$ cat config.mk
export PLATFORM = sky130hd
export DESIGN_NAME = pio_cycle_seq
export DESIGN_NICKNAME = d
export VERILOG_FILES = /design/src/rtl/pio_seq_pkg.sv /design/src/rtl/pio_phase_timer.sv /design/src/rtl/pio_timing_sel.sv /design/src/rtl/pio_pin_drv.sv /design/src/rtl/pio_cycle_seq.sv
export SDC_FILE = /design/constraint.sdc
export NUM_CORES = 1
export LEC_CHECK = 0
export ABC_AREA = 1
export BUFFER_PORTS_ARGS = -buffer_cell sky130_fd_sc_hd__buf_2
export CAP_MARGIN = 10
export CORE_MARGIN = 5
export CORE_UTILIZATION = 40
export CTS_CLUSTER_DIAMETER = 100
export DETAILED_ROUTE_END_ITERATION = 12
export GPL_ROUTABILITY_DRIVEN = 0
export RECOVER_POWER = 100
export SETUP_SLACK_MARGIN = 0.02
export SKIP_LAST_GASP = 1
export SYNTH_ARGS = -nofsm -noshare
export SYNTH_HDL_FRONTEND = slang
export SYNTH_SLANG_ARGS = --single-unit
export TNS_END_PERCENT = 10
$ cat constraint.sdc
create_clock -name clk -period 17.1 [get_ports clk]
set_input_delay 0 -clock clk [delete_from_list [all_inputs] [get_ports clk]]
set_output_delay 0 -clock clk [all_outputs]
set_load 0.05 [all_outputs]
$ cat src/rtl/pio_seq_pkg.sv
package pio_seq_pkg;

  // Width of the address image: {da[2:0], cs1_n, cs0_n}
  localparam int ADDR_W = 5;

  typedef enum logic [2:0] {
    ST_IDLE,
    ST_SETUP,
    ST_ACTIVE,
    ST_WAIT,
    ST_RECOVER,
    ST_DONE
  } pio_state_e;

  // Wait-state code per PIO mode number
  function automatic logic [1:0] mode_wait_code(input logic [2:0] mode);
    logic [1:0] code;
    case (mode)
      3'd0:       code = 2'd3;
      3'd1, 3'd2: code = 2'd2;
      default:    code = 2'd1;
    endcase
    return code;
  endfunction

endpackage

$ cat src/rtl/pio_phase_timer.sv
// Counts clocks inside one phase; last is high in the final cycle.
// A target of zero behaves as one.
module pio_phase_timer #(
  parameter int EW = 9
) (
  input  logic          clk,
  input  logic          rst_n,
  input  logic          clr,
  input  logic [EW-1:0] target,
  output logic          last
);

  logic [EW-1:0] cnt_q;

  always_ff @(posedge clk or negedge rst_n) begin
    if (!rst_n) begin
      cnt_q <= '0;
    end else if (clr) begin
      cnt_q <= '0;
    end else begin
      cnt_q <= cnt_q + 1'b1;
    end
  end

  assign last = ({1'b0, cnt_q} + {{EW{1'b0}}, 1'b1}) >= {1'b0, target};

endmodule

$ cat src/rtl/pio_timing_sel.sv
// Picks the register or data timing set and derives the
// effective active length, the stretch cap and the recovery target.
module pio_timing_sel #(
  parameter int TW          = 8,
  parameter int CW          = 6,
  parameter int EW          = 9,
  parameter int IORDY_LIMIT = 51
) (
  input  logic          is_reg,
  input  logic [TW-1:0] cfg_reg_act,
  input  logic [TW-1:0] cfg_reg_rec,
  input  logic [TW-1:0] cfg_reg_cyc,
  input  logic [TW-1:0] cfg_dat_act,
  input  logic [TW-1:0] cfg_dat_rec,
  input  logic [TW-1:0] cfg_dat_cyc,
  input  logic [CW-1:0] ext_ticks,
  output logic [EW-1:0] act_n,
  output logic [CW-1:0] stretch_cap,
  output logic [EW-1:0] rec_target
);

  localparam logic [EW-1:0] LIM_E = EW'(IORDY_LIMIT);

  logic [EW-1:0] act_e, rec_e, cyc_e, eff_e, rem_e, cap_e;

  always_comb begin
    act_e = is_reg ? EW'(cfg_reg_act) : EW'(cfg_dat_act);
    rec_e = is_reg ? EW'(cfg_reg_rec) : EW'(cfg_dat_rec);
    cyc_e = is_reg ? EW'(cfg_reg_cyc) : EW'(cfg_dat_cyc);

    act_n = (act_e == '0) ? EW'(1) : act_e;

    cap_e       = (act_n < LIM_E) ? (LIM_E - act_n) : '0;
    stretch_cap = CW'(cap_e);

    eff_e = act_n + EW'(ext_ticks);
    rem_e = cyc_e - eff_e;
    if ((cyc_e > eff_e) && (rem_e > rec_e)) begin
      rec_target = rem_e;
    end else begin
      rec_target = rec_e;
    end
  end

endmodule

$ cat src/rtl/pio_pin_drv.sv
// Registers every drive-side pin so that the pins change together
// on the edge where the sequencer changes phase.
module pio_pin_drv
  import pio_seq_pkg::*;
#(
  parameter int DW = 16
) (
  input  logic              clk,
  input  logic              rst_n,
  input  logic              load,
  input  logic [ADDR_W-1:0] addr_in,
  input  logic [DW-1:0]     wdata_in,
  input  logic              write_in,
  input  logic              bus_hold,
  input  logic              rd_low,
  input  logic              wr_low,
  output logic              cs0_n,
  output logic              cs1_n,
  output logic [2:0]        da,
  output logic              dior_n,
  output logic              diow_n,
  output logic [DW-1:0]     dd_out,
  output logic              dd_oe
);

  logic [ADDR_W-1:0] addr_q;
  logic [DW-1:0]     data_q;
  logic              write_q;
  logic [ADDR_W-1:0] addr_nx;
  logic [DW-1:0]     data_nx;
  logic              write_nx;

  assign addr_nx  = load ? addr_in  : addr_q;
  assign data_nx  = load ? wdata_in : data_q;
  assign write_nx = load ? write_in : write_q;

  always_ff @(posedge clk or negedge rst_n) begin
    if (!rst_n) begin
      addr_q  <= '0;
      data_q  <= '0;
      write_q <= 1'b0;
      cs0_n   <= 1'b1;
      cs1_n   <= 1'b1;
      da      <= '0;
      dior_n  <= 1'b1;
      diow_n  <= 1'b1;
      dd_out  <= '0;
      dd_oe   <= 1'b0;
    end else begin
      addr_q  <= addr_nx;
      data_q  <= data_nx;
      write_q <= write_nx;
      if (bus_hold) begin
        cs0_n <= addr_nx[0];
        cs1_n <= addr_nx[1];
        da    <= addr_nx[4:2];
      end else begin
        cs0_n <= 1'b1;
        cs1_n <= 1'b1;
        da    <= '0;
      end
      dior_n <= ~rd_low;
      diow_n <= ~wr_low;
      dd_oe  <= bus_hold & write_nx;
      dd_out <= (bus_hold & write_nx) ? data_nx : '0;
    end
  end

endmodule

$ cat src/rtl/pio_cycle_seq.sv
module pio_cycle_seq
  import pio_seq_pkg::*;
#(
  parameter int TW          = 8,
  parameter int DW          = 16,
  parameter int IORDY_LIMIT = 51
) (
  input  logic              clk,
  input  logic              rst_n,
  input  logic              req_valid,
  output logic              req_ready,
  input  logic [ADDR_W-1:0] req_addr,
  input  logic              req_write,
  input  logic              req_is_reg,
  input  logic [DW-1:0]     req_wdata,
  output logic              rsp_valid,
  output logic [DW-1:0]     rsp_rdata,
  input  logic [TW-1:0]     cfg_setup,
  input  logic [TW-1:0]     cfg_reg_act,
  input  logic [TW-1:0]     cfg_reg_rec,
  input  logic [TW-1:0]     cfg_reg_cyc,
  input  logic [TW-1:0]     cfg_dat_act,
  input  logic [TW-1:0]     cfg_dat_rec,
  input  logic [TW-1:0]     cfg_dat_cyc,
  input  logic              cfg_iordy_en,
  input  logic [2:0]        cfg_pio_mode,
  output logic [1:0]        wait_state,
  output logic              ata_cs0_n,
  output logic              ata_cs1_n,
  output logic [2:0]        ata_da,
  output logic              ata_dior_n,
  output logic              ata_diow_n,
  output logic [DW-1:0]     ata_dd_out,
  output logic              ata_dd_oe,
  input  logic [DW-1:0]     ata_dd_in,
  input  logic              ata_iordy
);

  localparam int CW = $clog2(IORDY_LIMIT + 1);
  localparam int EW = ((TW > CW) ? TW : CW) + 1;

  pio_state_e    state_q, state_d;
  logic          is_reg_q, write_q;
  logic [CW-1:0] ext_q;
  logic [DW-1:0] rdata_q;
  logic [EW-1:0] act_n, rec_target, phase_target;
  logic [CW-1:0] stretch_cap;
  logic          phase_last, accept, ext_full, strobe_release;
  logic          bus_hold, strobe_low, write_nx;

  assign accept   = req_valid && (state_q == ST_IDLE);
  assign ext_full = ({1'b0, ext_q} + {{CW{1'b0}}, 1'b1}) >= {1'b0, stretch_cap};

  pio_timing_sel #(
    .TW(TW), .CW(CW), .EW(EW), .IORDY_LIMIT(IORDY_LIMIT)
  ) u_tsel (
    .is_reg      (is_reg_q),
    .cfg_reg_act (cfg_reg_act),
    .cfg_reg_rec (cfg_reg_rec),
    .cfg_reg_cyc (cfg_reg_cyc),
    .cfg_dat_act (cfg_dat_act),
    .cfg_dat_rec (cfg_dat_rec),
    .cfg_dat_cyc (cfg_dat_cyc),
    .ext_ticks   (ext_q),
    .act_n       (act_n),
    .stretch_cap (stretch_cap),
    .rec_target  (rec_target)
  );

  // Next-phase decision
  always_comb begin
    state_d = state_q;
    case (state_q)
      ST_IDLE:    if (accept) state_d = ST_SETUP;
      ST_SETUP:   if (phase_last) state_d = ST_ACTIVE;
      ST_ACTIVE: begin
        if (phase_last) begin
          if (cfg_iordy_en && !ata_iordy && (stretch_cap != '0)) begin
            state_d = ST_WAIT;
          end else begin
            state_d = ST_RECOVER;
          end
        end
      end
      ST_WAIT:    if (ata_iordy || ext_full) state_d = ST_RECOVER;
      ST_RECOVER: if (phase_last) state_d = ST_DONE;
      ST_DONE:    state_d = ST_IDLE;
      default:    state_d = ST_IDLE;
    endcase
  end

  always_comb begin
    case (state_q)
      ST_SETUP:   phase_target = EW'(cfg_setup);
      ST_ACTIVE:  phase_target = act_n;
      ST_RECOVER: phase_target = rec_target;
      default:    phase_target = '0;
    endcase
  end

  pio_phase_timer #(.EW(EW)) u_timer (
    .clk    (clk),
    .rst_n  (rst_n),
    .clr    (state_d != state_q),
    .target (phase_target),
    .last   (phase_last)
  );

  assign strobe_release = ((state_q == ST_ACTIVE) || (state_q == ST_WAIT)) &&
                          (state_d == ST_RECOVER);

  always_ff @(posedge clk or negedge rst_n) begin
    if (!rst_n) begin
      state_q  <= ST_IDLE;
      is_reg_q <= 1'b0;
      write_q  <= 1'b0;
      ext_q    <= '0;
      rdata_q  <= '0;
    end else begin
      state_q <= state_d;
      if (accept) begin
        is_reg_q <= req_is_reg;
        write_q  <= req_write;
        ext_q    <= '0;
      end else if (state_q == ST_WAIT) begin
        ext_q <= ext_q + 1'b1;
      end
      if (strobe_release && !write_q) begin
        rdata_q <= ata_dd_in;
      end
    end
  end

  assign bus_hold   = (state_d == ST_SETUP) || (state_d == ST_ACTIVE) ||
                      (state_d == ST_WAIT)  || (state_d == ST_RECOVER);
  assign strobe_low = (state_d == ST_ACTIVE) || (state_d == ST_WAIT);
  assign write_nx   = accept ? req_write : write_q;

  pio_pin_drv #(.DW(DW)) u_pins (
    .clk      (clk),
    .rst_n    (rst_n),
    .load     (accept),
    .addr_in  (req_addr),
    .wdata_in (req_wdata),
    .write_in (req_write),
    .bus_hold (bus_hold),
    .rd_low   (strobe_low && !write_nx),
    .wr_low   (strobe_low && write_nx),
    .cs0_n    (ata_cs0_n),
    .cs1_n    (ata_cs1_n),
    .da       (ata_da),
    .dior_n   (ata_dior_n),
    .diow_n   (ata_diow_n),
    .dd_out   (ata_dd_out),
    .dd_oe    (ata_dd_oe)
  );

  assign req_ready  = (state_q == ST_IDLE);
  assign rsp_valid  = (state_q == ST_DONE);
  assign rsp_rdata  = rdata_q;
  assign wait_state = mode_wait_code(cfg_pio_mode);

endmodule

==> results.cfg <==
[status]
status = finished with violations
violations = max-capacitance violations, max-slew violations

[critical_path]
cp_slowest_stage_delay_ns = 1.28
required_ns = 17.27
cpMaxStageDelayCell = clkinvlp_2
crit_type = register to register
cp-start-kind = register
ff2ff_setup_slack_ns = 7.32
path_max_fanout = 26
endpoint_kind = register
arrival_ns = 9.95
crit_path_frequent_cell = nand2_1

[logic_synthesis]
synth_area_um2 = 5510
yosys.area.top_type_share_pct = 35.4
synthArstFlopShare_pct = 100
synth_area_leaders = dfrtp_1, nand2_1, inv_1, ha_1, o21ai_0
ys_seq_elements = 82
synth_cell_type_count = 42
synth_edf_count = 0
synth_cells = 707
ys_warn_count = 0
yosys_most_used_dff = dfrtp_1
synth.largest_area_cell = dfrtp_1
synth_seq_area_share_pct = 37.3
syn_area_per_cell_um2 = 7.80
syn_nets = 849

[power]
seq_power_share_pct = 21.3
ir_drop_uv = 166
p_sw_mw = 0.739
clkPwrFrac_pct = 13.1
power.density_nw_per_um2 = 204
leakage_nw = 3.74
comb_power_share_pct = 65.6
p_int_mw = 0.664
switching_share_pct = 52.7

[placement]
dpl_cell_area_um2 = 6390
dp_hpwl_um = 10400
io_buffer_count = 146

[sta]
finalCriticalPeriod_ns = 9.78
fin_worst_skew_ns = 0.0110
slew_headroom_pct = -195
rsz0062_at_grt = false
slew_violations = 83
fmax_ghz = 0.102
setup_viol_count_final = 0
fin_hold_ws_ns = 0.0108
hold_viol_final = 0
worst_pin_slew_ns = 4.43
setup_tns_ns = 0
timing.final.crit_share_pct = 57.2

[layout]
drive_above_1_share_pct = 20.9
final_nets = 1027
antenna_cells = 0
synthToLayoutAreaGrowth_pct = 25.1
design_area_um2 = 6900

[floorplanning]
start_util_pct = 40.2
ios = 147
die_w_um = 127
coreArea_um2 = 13700
die_h_um = 127
rows = 43
dieArea_um2 = 16200

[global_route]
grt_pass1_wl_um = 22500
grt_pass1_vias = 4945
grt_usage_pct = 16.7
antenna_found_initial = 0
grt_start_max_net_pins = 83
grt_overflow = 0

[route]
routed_wl_um = 13500
first_iter_violations = 182
drc = 0
dr.pass1.iters = 4
antenna_left = 0
viasPerCell = 4.55
vias = 4871
wl_per_cell_um = 12.6

[clock_network]
post_cts_resized = 0
h-tree-depth = 3
clk_latency_ns = 0.33
post_cts.repair.setup_buffers = 0
clockRootBuffer = clkbuf_16
clk_pin_slew_ns = 0.06
cts_made_buffers = 9
cts_buffer_depth = 2
ctsHoldBuffers = 33
clock_sinks = 82
cts_tree = done

[min_path]
hold_class = input port to register

[flow_run]
drv_cap = 1
-- kinds of logic after synthesis --
| kind of cell | after synthesis | synth area share [%] |
|---|---|---|
| buf+inv | 149 | 11.1 |
| simple gates | 317 | 29.1 |
| compound gates | 95 | 9.44 |
| mux | 6 | 1.09 |
| xor+xnor | 19 | 3.02 |
| fa+ha+maj | 39 | 8.99 |
| flops | 82 | 37.3 |
-- cell usage in the layout (no fill, tap or decap), drive strengths merged, types with 3 or more instances in the layout --
cell type    synthesis  final
a21oi               19     19
nand3               30     30
mux2i                6      6
dfstp                4      4
or2                 25     25
xor2                17     17
nor2                69     69
nand3b               5      5
o21ai               60     60
inv                134    135
buf                  4    101
dlygate4sd3          0     33
a22o                 3      3
nor3                 7      7
ha                  38     38
nand4                8      8
a31oi                3      3
o211ai               3      3
clkbuf              10     56
clkinv               1      5
dfrtp               78     78
nand2              172    172
-- per-layer routing --
| metal | global-route usage (%) | routed length [um] | vias to the layer above |
|---|---|---|---|
| met4 | 4.04 | 155 | 0 |
| met2 | 27.6 | 6040 | 140 |
| li1 | - | - | 2571 |
| met5 | 0 | 0 | - |
| met1 | 22.2 | 6230 | 2146 |
| met3 | 3.97 | 1040 | 14 |
-- power groups by stage --
stage / Combinational [mW] / Clock [mW] / Sequential (mW)
final: 0.920 / 0.184 / 0.299
after global routing: 1.04 / 0.196 / 0.307
after CTS: 0.956 / 0.188 / 0.298
after detailed placement: 0.947 / 0 / 0.299
after global placement: 0.944 / 0 / 0.299
after floorplan: 0.640 / 0 / 0.410
-- Yosys cell counts, types with 2 or more instances --
cell / number
clkbuf_1: 10
nand3_1: 28
xnor2_1: 2
xor2_1: 17
a22o_1: 3
dfstp_2: 4
nor3_1: 5
nand4_2: 2
nand3b_1: 5
nand2_2: 11
o21ai_0: 56
a21o_1: 2
nand3_2: 2
o21ai_1: 2
mux2i_1: 6
a21oi_1: 19
or2_2: 25
nand2_1: 147
o211ai_1: 3
ha_1: 38
buf_12: 2
nor2_1: 56
nand4_1: 6
nor2_4: 12
o21ai_2: 2
dfrtp_1: 78
inv_1: 129
o22ai_1: 2
nand2_4: 14
o21bai_1: 2
inv_2: 4
a31oi_1: 3
-- worst max-delay path, delay by kind of cell (launching register included) --
family,cells,cell delay (ns)
compound gates,6,1.78
xor+xnor,2,0.45
fa+ha+maj,5,1.30
buf+inv,8,2.73
flops,1,0.32
simple gates,27,3.00
-- per-stage QoR --
step	util [%]	setup slack (ns)	std cells	power (mW)
2_1_floorplan	-	11.55	707	1.05
3_3_place_gp	46.6	10.26	1021	1.24
3_5_place_dp	46.6	10.09	1021	1.25
4_1_cts	51.1	10.06	1070	1.44
5_1_grt	50.3	6.10	1070	1.55
6_report	50.3	7.32	1070	1.40
-- path summary, 6_finish.rpt --
kind / start / to / depth (start not counted)
max reg2reg: is_reg_q / u_pins.dd_oe / 48
min in group asynchronous: rst_n / u_pins.dd_out[4] / 2
min reg2reg: rsp_rdata[6] / rsp_rdata[6] / 2
max: is_reg_q / u_pins.dd_oe / 48
min: req_wdata[11] / u_pins.data_q[11] / 3
max in group asynchronous: rst_n / ext_q[4] / 2
-- sequential cells by signal, indices dropped and copies added, names as in the netlist, 3 cells and up --
name	count
u_pins.data_q	16
u_timer.cnt_q	9
rsp_rdata	16
u_pins.dd_out	16
state_q	3
u_pins.addr_q	5
ext_q	6
u_pins.da	3
-- area by class of cell --
type / instances / area, um^2
clock buffer: 9 / 225
clock inverter: 7 / 61.3
tap: 180 / 225
sequential: 82 / 2060
fill: 1380 / 6820
inverter: 135 / 509
timing repair buffer: 181 / 1010
multi-input combinational: 476 / 2810
No activity file was read; power rests on OpenSTA's default activity.
